--- src/rtl/wdt2_pkg.sv ---
package wdt2_pkg;

    localparam int unsigned CNT_W = 64;
    localparam int unsigned REG_W = 32;

    // control frame byte offsets
    localparam int unsigned OFS_CTRL  = 'h00;
    localparam int unsigned OFS_PLO   = 'h04;
    localparam int unsigned OFS_PHI   = 'h08;
    localparam int unsigned OFS_CLO   = 'h0C;
    localparam int unsigned OFS_CHI   = 'h10;
    localparam int unsigned OFS_IDENT = 'h1C;
    // refresh frame byte offset
    localparam int unsigned OFS_KICK  = 'h00;

    typedef struct packed {
        logic ctrl;
        logic per_lo;
        logic per_hi;
        logic cmp_lo;
        logic cmp_hi;
        logic kick;
    } wr_strb_t;

endpackage

--- src/rtl/wdt2_regdec.sv ---
module wdt2_regdec
    import wdt2_pkg::*;
#(
    parameter int unsigned ADDR_W   = 12,
    parameter int unsigned OFS_W    = 48,
    parameter logic [31:0] ID_VALUE = 32'h5D0A_0001
) (
    input  logic                 req_i,
    input  logic                 we_i,
    input  logic                 rfr_i,
    input  logic [ADDR_W-1:0]    addr_i,
    input  logic                 en_i,
    input  logic                 ws0_i,
    input  logic                 ws1_i,
    input  logic [OFS_W-1:0]     per_i,
    input  logic [CNT_W-1:0]     cmp_i,
    output wr_strb_t             strb_o,
    output logic [REG_W-1:0]     rdata_o
);

    localparam int unsigned HI_W = OFS_W - REG_W;

    logic wr_c;
    logic wr_r;
    logic rd_c;
    logic rd_r;

    assign wr_c = req_i &  we_i & ~rfr_i;
    assign wr_r = req_i &  we_i &  rfr_i;
    assign rd_c = req_i & ~we_i & ~rfr_i;
    assign rd_r = req_i & ~we_i &  rfr_i;

    always_comb begin
        strb_o        = '0;
        strb_o.ctrl   = wr_c && (addr_i == ADDR_W'(OFS_CTRL));
        strb_o.per_lo = wr_c && (addr_i == ADDR_W'(OFS_PLO));
        strb_o.per_hi = wr_c && (addr_i == ADDR_W'(OFS_PHI));
        strb_o.cmp_lo = wr_c && (addr_i == ADDR_W'(OFS_CLO));
        strb_o.cmp_hi = wr_c && (addr_i == ADDR_W'(OFS_CHI));
        strb_o.kick   = wr_r && (addr_i == ADDR_W'(OFS_KICK));
    end

    always_comb begin
        rdata_o = '0;
        if (rd_c) begin
            case (addr_i)
                ADDR_W'(OFS_CTRL):  rdata_o = {{(REG_W-3){1'b0}}, ws1_i, ws0_i, en_i};
                ADDR_W'(OFS_PLO):   rdata_o = per_i[REG_W-1:0];
                ADDR_W'(OFS_PHI):   rdata_o = REG_W'(per_i[OFS_W-1:REG_W]);
                ADDR_W'(OFS_CLO):   rdata_o = cmp_i[REG_W-1:0];
                ADDR_W'(OFS_CHI):   rdata_o = cmp_i[CNT_W-1:REG_W];
                ADDR_W'(OFS_IDENT): rdata_o = ID_VALUE;
                default:            rdata_o = '0;
            endcase
        end else if (rd_r) begin
            // the kick register reads as zero
            if (addr_i == ADDR_W'(OFS_IDENT)) begin
                rdata_o = ID_VALUE;
            end
        end
    end

    if (HI_W > REG_W) begin : g_bad_width
        initial $error("period upper word wider than a register");
    end

endmodule

--- src/rtl/wdt2_timebase.sv ---
module wdt2_timebase
    import wdt2_pkg::*;
#(
    parameter int unsigned OFS_W = 48
) (
    input  logic             en_i,
    input  logic [CNT_W-1:0] cnt_i,
    input  logic [CNT_W-1:0] cmp_i,
    input  logic [OFS_W-1:0] per_i,
    output logic             hit_o,
    output logic [CNT_W-1:0] reload_o
);

    // unsigned magnitude test so a count that jumps past the deadline still fires
    assign hit_o    = en_i && (cnt_i >= cmp_i);
    assign reload_o = cnt_i + CNT_W'(per_i);

endmodule

--- src/rtl/twostage_wdt.sv ---
module twostage_wdt
    import wdt2_pkg::*;
#(
    parameter int unsigned ADDR_W   = 12,
    parameter int unsigned OFS_W    = 48,
    parameter logic [31:0] ID_VALUE = 32'h5D0A_0001
) (
    input  logic              clk_i,
    input  logic              rst_ni,
    input  logic [63:0]       sys_cnt_i,
    input  logic              bus_req_i,
    input  logic              bus_we_i,
    input  logic              bus_rfr_i,
    input  logic [ADDR_W-1:0] bus_addr_i,
    input  logic [31:0]       bus_wdata_i,
    output logic [31:0]       bus_rdata_o,
    output logic              irq_o,
    output logic              rst_req_o
);

    localparam int unsigned HI_W = OFS_W - REG_W;

    typedef struct packed {
        logic             en;
        logic             ws0;
        logic             ws1;
        logic             irq;
        logic [OFS_W-1:0] per;
        logic [CNT_W-1:0] cmp;
    } wdt_state_t;

    wdt_state_t       state_d, state_q;
    wr_strb_t         strb;
    logic [OFS_W-1:0] per_sel;
    logic             hit;
    logic [CNT_W-1:0] reload;

    wdt2_regdec #(
        .ADDR_W   (ADDR_W),
        .OFS_W    (OFS_W),
        .ID_VALUE (ID_VALUE)
    ) i_regdec (
        .req_i   (bus_req_i),
        .we_i    (bus_we_i),
        .rfr_i   (bus_rfr_i),
        .addr_i  (bus_addr_i),
        .en_i    (state_q.en),
        .ws0_i   (state_q.ws0),
        .ws1_i   (state_q.ws1),
        .per_i   (state_q.per),
        .cmp_i   (state_q.cmp),
        .strb_o  (strb),
        .rdata_o (bus_rdata_o)
    );

    // the period the reload adder sees already contains a word being written
    always_comb begin
        per_sel = state_q.per;
        if (strb.per_lo) begin
            per_sel[REG_W-1:0] = bus_wdata_i;
        end else if (strb.per_hi) begin
            per_sel[OFS_W-1:REG_W] = bus_wdata_i[HI_W-1:0];
        end
    end

    wdt2_timebase #(
        .OFS_W (OFS_W)
    ) i_timebase (
        .en_i     (state_q.en),
        .cnt_i    (sys_cnt_i),
        .cmp_i    (state_q.cmp),
        .per_i    (per_sel),
        .hit_o    (hit),
        .reload_o (reload)
    );

    always_comb begin
        state_d     = state_q;
        state_d.per = per_sel;
        if (strb.ctrl) begin
            state_d.en  = bus_wdata_i[0];
            state_d.ws0 = 1'b0;
            state_d.ws1 = 1'b0;
            state_d.irq = 1'b0;
            if (bus_wdata_i[0]) begin
                state_d.cmp = reload;
            end
        end else if (strb.per_lo || strb.per_hi) begin
            state_d.ws0 = 1'b0;
            state_d.ws1 = 1'b0;
            state_d.irq = 1'b0;
            if (state_q.en) begin
                state_d.cmp = reload;
            end
        end else if (strb.cmp_lo) begin
            state_d.cmp[REG_W-1:0] = bus_wdata_i;
        end else if (strb.cmp_hi) begin
            state_d.cmp[CNT_W-1:REG_W] = bus_wdata_i;
        end else if (strb.kick) begin
            state_d.ws0 = 1'b0;
            state_d.ws1 = 1'b0;
            if (state_q.en) begin
                state_d.cmp = reload;
            end
        end else if (hit) begin
            if (!state_q.ws0) begin
                state_d.ws0 = 1'b1;
                state_d.irq = 1'b1;
                state_d.cmp = reload;
            end else begin
                state_d.ws1 = 1'b1;
            end
        end
    end

    always_ff @(posedge clk_i or negedge rst_ni) begin
        if (!rst_ni) begin
            state_q <= '0;
        end else begin
            state_q <= state_d;
        end
    end

    assign irq_o     = state_q.irq;
    assign rst_req_o = state_q.ws1;

endmodule

--- config.mk ---
export PLATFORM = sky130hd
export DESIGN_NAME = twostage_wdt
export DESIGN_NICKNAME = d
export VERILOG_FILES = /design/src/rtl/wdt2_pkg.sv /design/src/rtl/wdt2_regdec.sv /design/src/rtl/wdt2_timebase.sv /design/src/rtl/twostage_wdt.sv
export SDC_FILE = /design/constraint.sdc
export NUM_CORES = 1
export LEC_CHECK = 0
export ABC_AREA = 1
export ABC_CLOCK_PERIOD_IN_PS = 3190
export BUFFER_PORTS_ARGS = -buffer_cell sky130_fd_sc_hd__buf_2
export CORE_ASPECT_RATIO = 0.9
export CORE_UTILIZATION = 61
export DETAILED_ROUTE_END_ITERATION = 8
export GPL_TIMING_DRIVEN = 0
export PLACE_DENSITY_LB_ADDON = 0.08
export SLEW_MARGIN = 40
export SYNTH_ARGS = -nofsm -noshare
export SYNTH_HDL_FRONTEND = slang
export SYNTH_SLANG_ARGS = --single-unit
--- constraint.sdc ---
create_clock -name clk_i -period 3.19 [get_ports clk_i]
set_input_delay 0.638 -clock clk_i [delete_from_list [all_inputs] [get_ports clk_i]]
set_output_delay 0.638 -clock clk_i [all_outputs]
set_load 0.01 [all_outputs]
==> summary.json, run 1 <==
{
  "synthesis": {
    "netlist_top_cells_area": "sky130_fd_sc_hd__nand2_1 (22%), sky130_fd_sc_hd__dfrtp_1 (21%), sky130_fd_sc_hd__inv_1 (11%)",
    "yosysWarningCount": 0,
    "netlist.top_cell.by_area": "sky130_fd_sc_hd__nand2_1",
    "cells_after_synth": 2294,
    "syn_nets": 2521,
    "postSynthRegisterBits": 116,
    "synth_top_flop_cell": "sky130_fd_sc_hd__dfrtp_1",
    "yosysMostFrequentCell": "sky130_fd_sc_hd__nand2_1",
    "list_of_most_frequent_post_synthesis_cells": "sky130_fd_sc_hd__nand2_1 (792), sky130_fd_sc_hd__inv_1 (382), sky130_fd_sc_hd__nor2_1 (182)",
    "synthDominantCellAreaShare_pct": 22.0,
    "synth-async-reset-ratio_pct": 100,
    "syn_area_um2": 13500,
    "synth-edff-count": 0,
    "seq_area_frac_synth_pct": 21.5,
    "synth.distinct_cells": 46,
    "syn_avg_cell_area_um2": 5.89
  },
  "status": {
    "status": "stopped before the end",
    "stage_where_the_flow_stopped": "global routing",
    "error_message": "[ERROR GRT-0232] Routing congestion too high. Check the congestion heatmap in the GUI."
  },
  "clock_network": {
    "ctsLongestPathBuffers": 2,
    "post_cts_hold_buffer_count": 0,
    "cts_root_buffer": "sky130_fd_sc_hd__clkbuf_16",
    "h-tree-depth": 4,
    "clock_sink_count": 116,
    "cts-buffers-inserted": 17
  },
  "placed_design": {
    "place_worst_setup_slack_ps": -1220,
    "dp_cells": 2732,
    "gp_routability_congestion": 1.11,
    "port_buffers": 146,
    "post-dp-hpwl_mm": 48.8
  },
  "global_route": {
    "grt_overflow_total": 614,
    "grtUsageTotal_pct": 95.0,
    "grt_start_max_net_pins": 66
  },
  "floorplanning": {
    "die_w_um": 159,
    "start_util_pct": 62.3,
    "die_h_um": 143,
    "placement_rows": 51,
    "ioPinCount": 147
  }
}
## timing repair
item / in CTS
hold endpoints to repair: 0
resized for setup: 399
endpoints found under the setup margin: 85
gates cloned: 3
pin swaps: 113
setup buffers: 70
## through the flow
| stage | area [um^2] | TNS [ps] | utilization, % |
|---|---|---|---|
| 4_1_cts | 18000 | -5360 | 83.0 |
| 3_5_place_dp | 15100 | -58260 | 69.6 |
| 3_3_place_gp | 15100 | -71280 | 69.4 |
| 2_1_floorplan | 14000 | -1070 | - |
## cells by family after synthesis
family / after synthesis / share of synthesized area (%)
buffers and inverters: 456 / 13.3
adders and majority gates: 114 / 10.6
AOI/OAI and AO/OA: 320 / 14.2
DFF: 116 / 21.5
and+or+nand+nor: 1282 / 40.0
xor gates and xnor gates: 6 / 0.389
## per-layer routing
layer  GRT overflow  track usage [%]
met1             63             92.1
met2            312              106
met3             59             85.4
met4            174              102
met5              6             70.1
==> inputs of run 2 (changes only) <==
--- a/config.mk
+++ b/config.mk
@@ -8,11 +8,10 @@
 export ABC_AREA = 1
 export ABC_CLOCK_PERIOD_IN_PS = 3190
 export BUFFER_PORTS_ARGS = -buffer_cell sky130_fd_sc_hd__buf_2
-export CORE_ASPECT_RATIO = 0.9
-export CORE_UTILIZATION = 61
+export CORE_UTILIZATION = 40
 export DETAILED_ROUTE_END_ITERATION = 8
 export GPL_TIMING_DRIVEN = 0
-export PLACE_DENSITY_LB_ADDON = 0.08
+export PLACE_DENSITY_LB_ADDON = 0.15
 export SLEW_MARGIN = 40
 export SYNTH_ARGS = -nofsm -noshare
 export SYNTH_HDL_FRONTEND = slang
==> summary.json, run 2 <==
{
  "status": {
    "status": "finished, violations left",
    "violations_in_the_final_reports": "negative setup slack"
  },
  "clock_network": {
    "cts-buffers-inserted": {"value": 17, "change": "unchanged"},
    "post_cts_hold_buffer_count": {"value": 0, "change": "unchanged"},
    "cts_root_buffer": "sky130_fd_sc_hd__clkbuf_16",
    "clock_pin_slew_of_the_registers_on_the_worst_case_setup_and_hold_paths_ps": 70,
    "h-tree-depth": {"value": 4, "change": "unchanged"},
    "tritoncts": "built",
    "clock_sink_count": {"value": 116, "change": "unchanged"},
    "clock_insertion_delay_worst_skew_ps": 460,
    "ctsLongestPathBuffers": {"value": 2, "change": "unchanged"}
  },
  "synthesis": {
    "postSynthRegisterBits": {"value": 116, "change": "unchanged"},
    "yosysMostFrequentCell": "sky130_fd_sc_hd__nand2_1",
    "synth.distinct_cells": {"value": 46, "change": "unchanged"},
    "netlist.top_cell.by_area": "sky130_fd_sc_hd__nand2_1",
    "cells_after_synth": {"value": 2294, "change": "unchanged"},
    "syn_area": {"value": 13500, "unit": "um^2", "change": "unchanged"},
    "netlist_top_cells_area": "sky130_fd_sc_hd__nand2_1 (22%), sky130_fd_sc_hd__dfrtp_1 (21%), sky130_fd_sc_hd__inv_1 (11%)",
    "synth-edff-count": {"value": 0, "change": "unchanged"},
    "list_of_most_frequent_post_synthesis_cells": "sky130_fd_sc_hd__nand2_1 (792), sky130_fd_sc_hd__inv_1 (382), sky130_fd_sc_hd__nor2_1 (182)",
    "synthDominantCellAreaShare": {"value": 22.0, "unit": "%", "change": "unchanged"},
    "syn_nets": {"value": 2521, "change": "unchanged"},
    "synth_top_flop_cell": "sky130_fd_sc_hd__dfrtp_1",
    "syn_avg_cell_area": {"value": 5.89, "unit": "um^2", "change": "unchanged"},
    "yosysWarningCount": {"value": 0, "change": "unchanged"},
    "synth-async-reset-ratio": {"value": 100, "unit": "%", "change": "unchanged"},
    "seq_area_frac_synth": {"value": 21.5, "unit": "%", "change": "unchanged"}
  },
  "sta": {
    "report.final.setup_viol": 50,
    "period_needed_ps": 3460,
    "drv_slew": 0,
    "fin_ws_ps": -266,
    "max_freq_mhz": 289,
    "max_slew_margin_pct": 45.2,
    "final_hold_viol_count": 0,
    "rsz0062_at_grt": "yes",
    "worst_max_slew_pin_slew_ps": 822,
    "clock_skew_ps": 15.6,
    "finalSetupTns_ps": -5600,
    "post-route-period-util_pct": 108
  },
  "final_layout": {
    "layout.area.seq_um2": 2900,
    "final_common_cell": "sky130_fd_sc_hd__nand2_1",
    "regMostFlops": "state_q",
    "layoutNonFillerInstCount": 2981,
    "antennaDiodeCount": 0,
    "flow.area_growth_from_synthesis_pct": 36.9,
    "multiInputGateArea_um2": 11100,
    "layout.cells.most_common_list": "sky130_fd_sc_hd__nand2_1 (649), sky130_fd_sc_hd__inv_1 (366), sky130_fd_sc_hd__buf_2 (160)",
    "final.fill_count": 3369,
    "largest_reg_flops": 114,
    "fraction_of_layout_instances_using_a_drive_strength_above_1_pct": 30.0,
    "finalNetCount": 2753
  },
  "placed_design": {
    "port_buffers": {"value": 146, "change": "unchanged"},
    "dp_cells": {"value": 2884, "change": "+5.6%"},
    "gp_routability_congestion": {"value": 1.00, "change": "-9.8%"},
    "post-dp-hpwl": {"value": 55.9, "unit": "mm", "change": "+15%"},
    "place_worst_setup_slack": {"value": -1250, "unit": "ps", "change": "-33.7 ps"}
  },
  "hold_path": {
    "hp-class": "input port to async pin"
  },
  "worst_setup_path": {
    "cp_num_buf_inv": 4,
    "worstSetupPathType": "input port to flop",
    "slowest_library_cell_on_the_worst_path": "sky130_fd_sc_hd__nand3b_1",
    "ordered_list_of_cells_on_the_worst_path": "buf_6 -> or2_4 -> nor3_4 -> nand2_4 -> nor2_4 -> clkinv_4 -> clkbuf_16 -> nand2_2 -> nand2_2 -> ha_4 -> nand2_4 -> inv_1 -> nand2_1 -> nand2_2 -> nand3b_1 -> nand2_2 -> nand3_4 -> or2_4 -> nand3_2 -> o211ai_1 -> nand3_1 -> nand2_1",
    "startpoint_type": "input port",
    "max_stage_delay_ps": 350,
    "worstPathMaxFanout": 9,
    "worst_setup_path_end_kind": "flop",
    "cpLargestDelayFamily": "simple AND/OR/NAND/NOR gates",
    "required_ps": 3540,
    "cp.arrival_ps": 3810,
    "critPathMostFrequentCell": "sky130_fd_sc_hd__nand2_2"
  },
  "power": {
    "power_density_over_cell_area_nw_per_um2": 341,
    "power.ir.vdd_worst_uv": 397,
    "power.static_leakage_nw": 9.53
  },
  "route": {
    "drt-vias-per-instance": 5.63,
    "drt_first_iter_violations": 1672,
    "via_count": 16788,
    "avgRoutedWirePerCell_um": 23.6,
    "antenna_violating_nets_post_route": 0,
    "totalWireLength_mm": 70.3,
    "drc": 0,
    "drt_pass1_iterations": 5
  },
  "floorplanning": {
    "placement_rows": {"value": 66, "change": "+29%"},
    "die_h": {"value": 186, "unit": "um", "change": "+30%"},
    "start_util": {"value": 41.1, "unit": "%", "change": "-21 points"},
    "design.die.area_um2": 34500,
    "design.core.area_um2": 32900,
    "die_w": {"value": 186, "unit": "um", "change": "+17%"},
    "ioPinCount": {"value": 147, "change": "unchanged"}
  },
  "global_route": {
    "via_count_of_the_first_global_routing_pass": 15561,
    "grt_first_pass_wirelength_mm": 100,
    "grt_overflow_total": 0,
    "grt_antenna_before_repair": 3,
    "grt_start_max_net_pins": 61,
    "grtUsageTotal_pct": 40.9
  },
  "flow_run": {
    "drv.max_cap_violation_count": 0
  }
}
-- run 2: cell counts after synthesis --
No cell type changed its count.
-- run 2: final timing paths --
check / start / to / slack [ps] / cells past startpoint
min in group clk_i: bus_wdata_i[22] / state_q[86] / 470 / 3
hold / removal: rst_ni / state_q[58] / 140 / 1
setup / recovery: bus_addr_i[1] / state_q[26] / -270 / 22
setup reg to reg: state_q[31] / state_q[61] / 0 / 15
max in group asynchronous: rst_ni / state_q[98] / 2300 / 2
hold reg to reg: state_q[38] / state_q[38] / 480 / 2
-- run 2: final cells by class --
type,count,share of cell area (%)
buffer,62,2.73
clock buffer,21,2.54
clock inverter,11,0.934
inverter,394,8.05
multi-input combinational,1722,59.8
sequential,116,15.7
tap,442,2.99
timing repair buffer,213,7.27
-- run 2: per-stage QoR --
stage | util [%] | power [mW] | hold WS [ps] | area, um^2
after floorplan | - | 3.06 | 342 | 14000
after global placement | 46.4 | 3.77 | 456 | 15300
after detailed placement | 46.6 | 3.83 | 462 | 15300
after CTS | 54.2 | 6.17 | 154 | 17800
after global routing | 56.3 | 6.61 | 172 | 18500
final | 56.3 | 6.31 | 140 | 18500
-- run 2: logic make-up after synthesis --
group,share of synthesized area (%)
and+or+nand+nor,40.0
buffers and inverters,13.3
AOI/OAI and AO/OA,14.2
DFF,21.5
adders and majority gates,10.6
xor gates and xnor gates,0.389
-- run 2: timing repair --
item                                    CTS  global route
pin swaps                                68            40
buffers inserted                         49            12
resized for setup                       340           145
cloned                                    4             0
endpoints found under the setup margin   91            82
-- run 2: power breakdown --
group / switching [mW] / internal (mW)
registers: 0.313 / 1.70
clock network: 0.822 / 1.37
logic: 1.34 / 0.767
-- run 2: metal layers --
| metal | GRT usage, % | part of all wire [%] |
|---|---|---|
| met4 | 19.2 | 4.7 |
| met1 | 54.2 | 42 |
| met3 | 8.65 | 8.7 |
| met2 | 63.2 | 44 |
| met5 | 0 | 0.051 |
(Power assumes the default switching activity.)
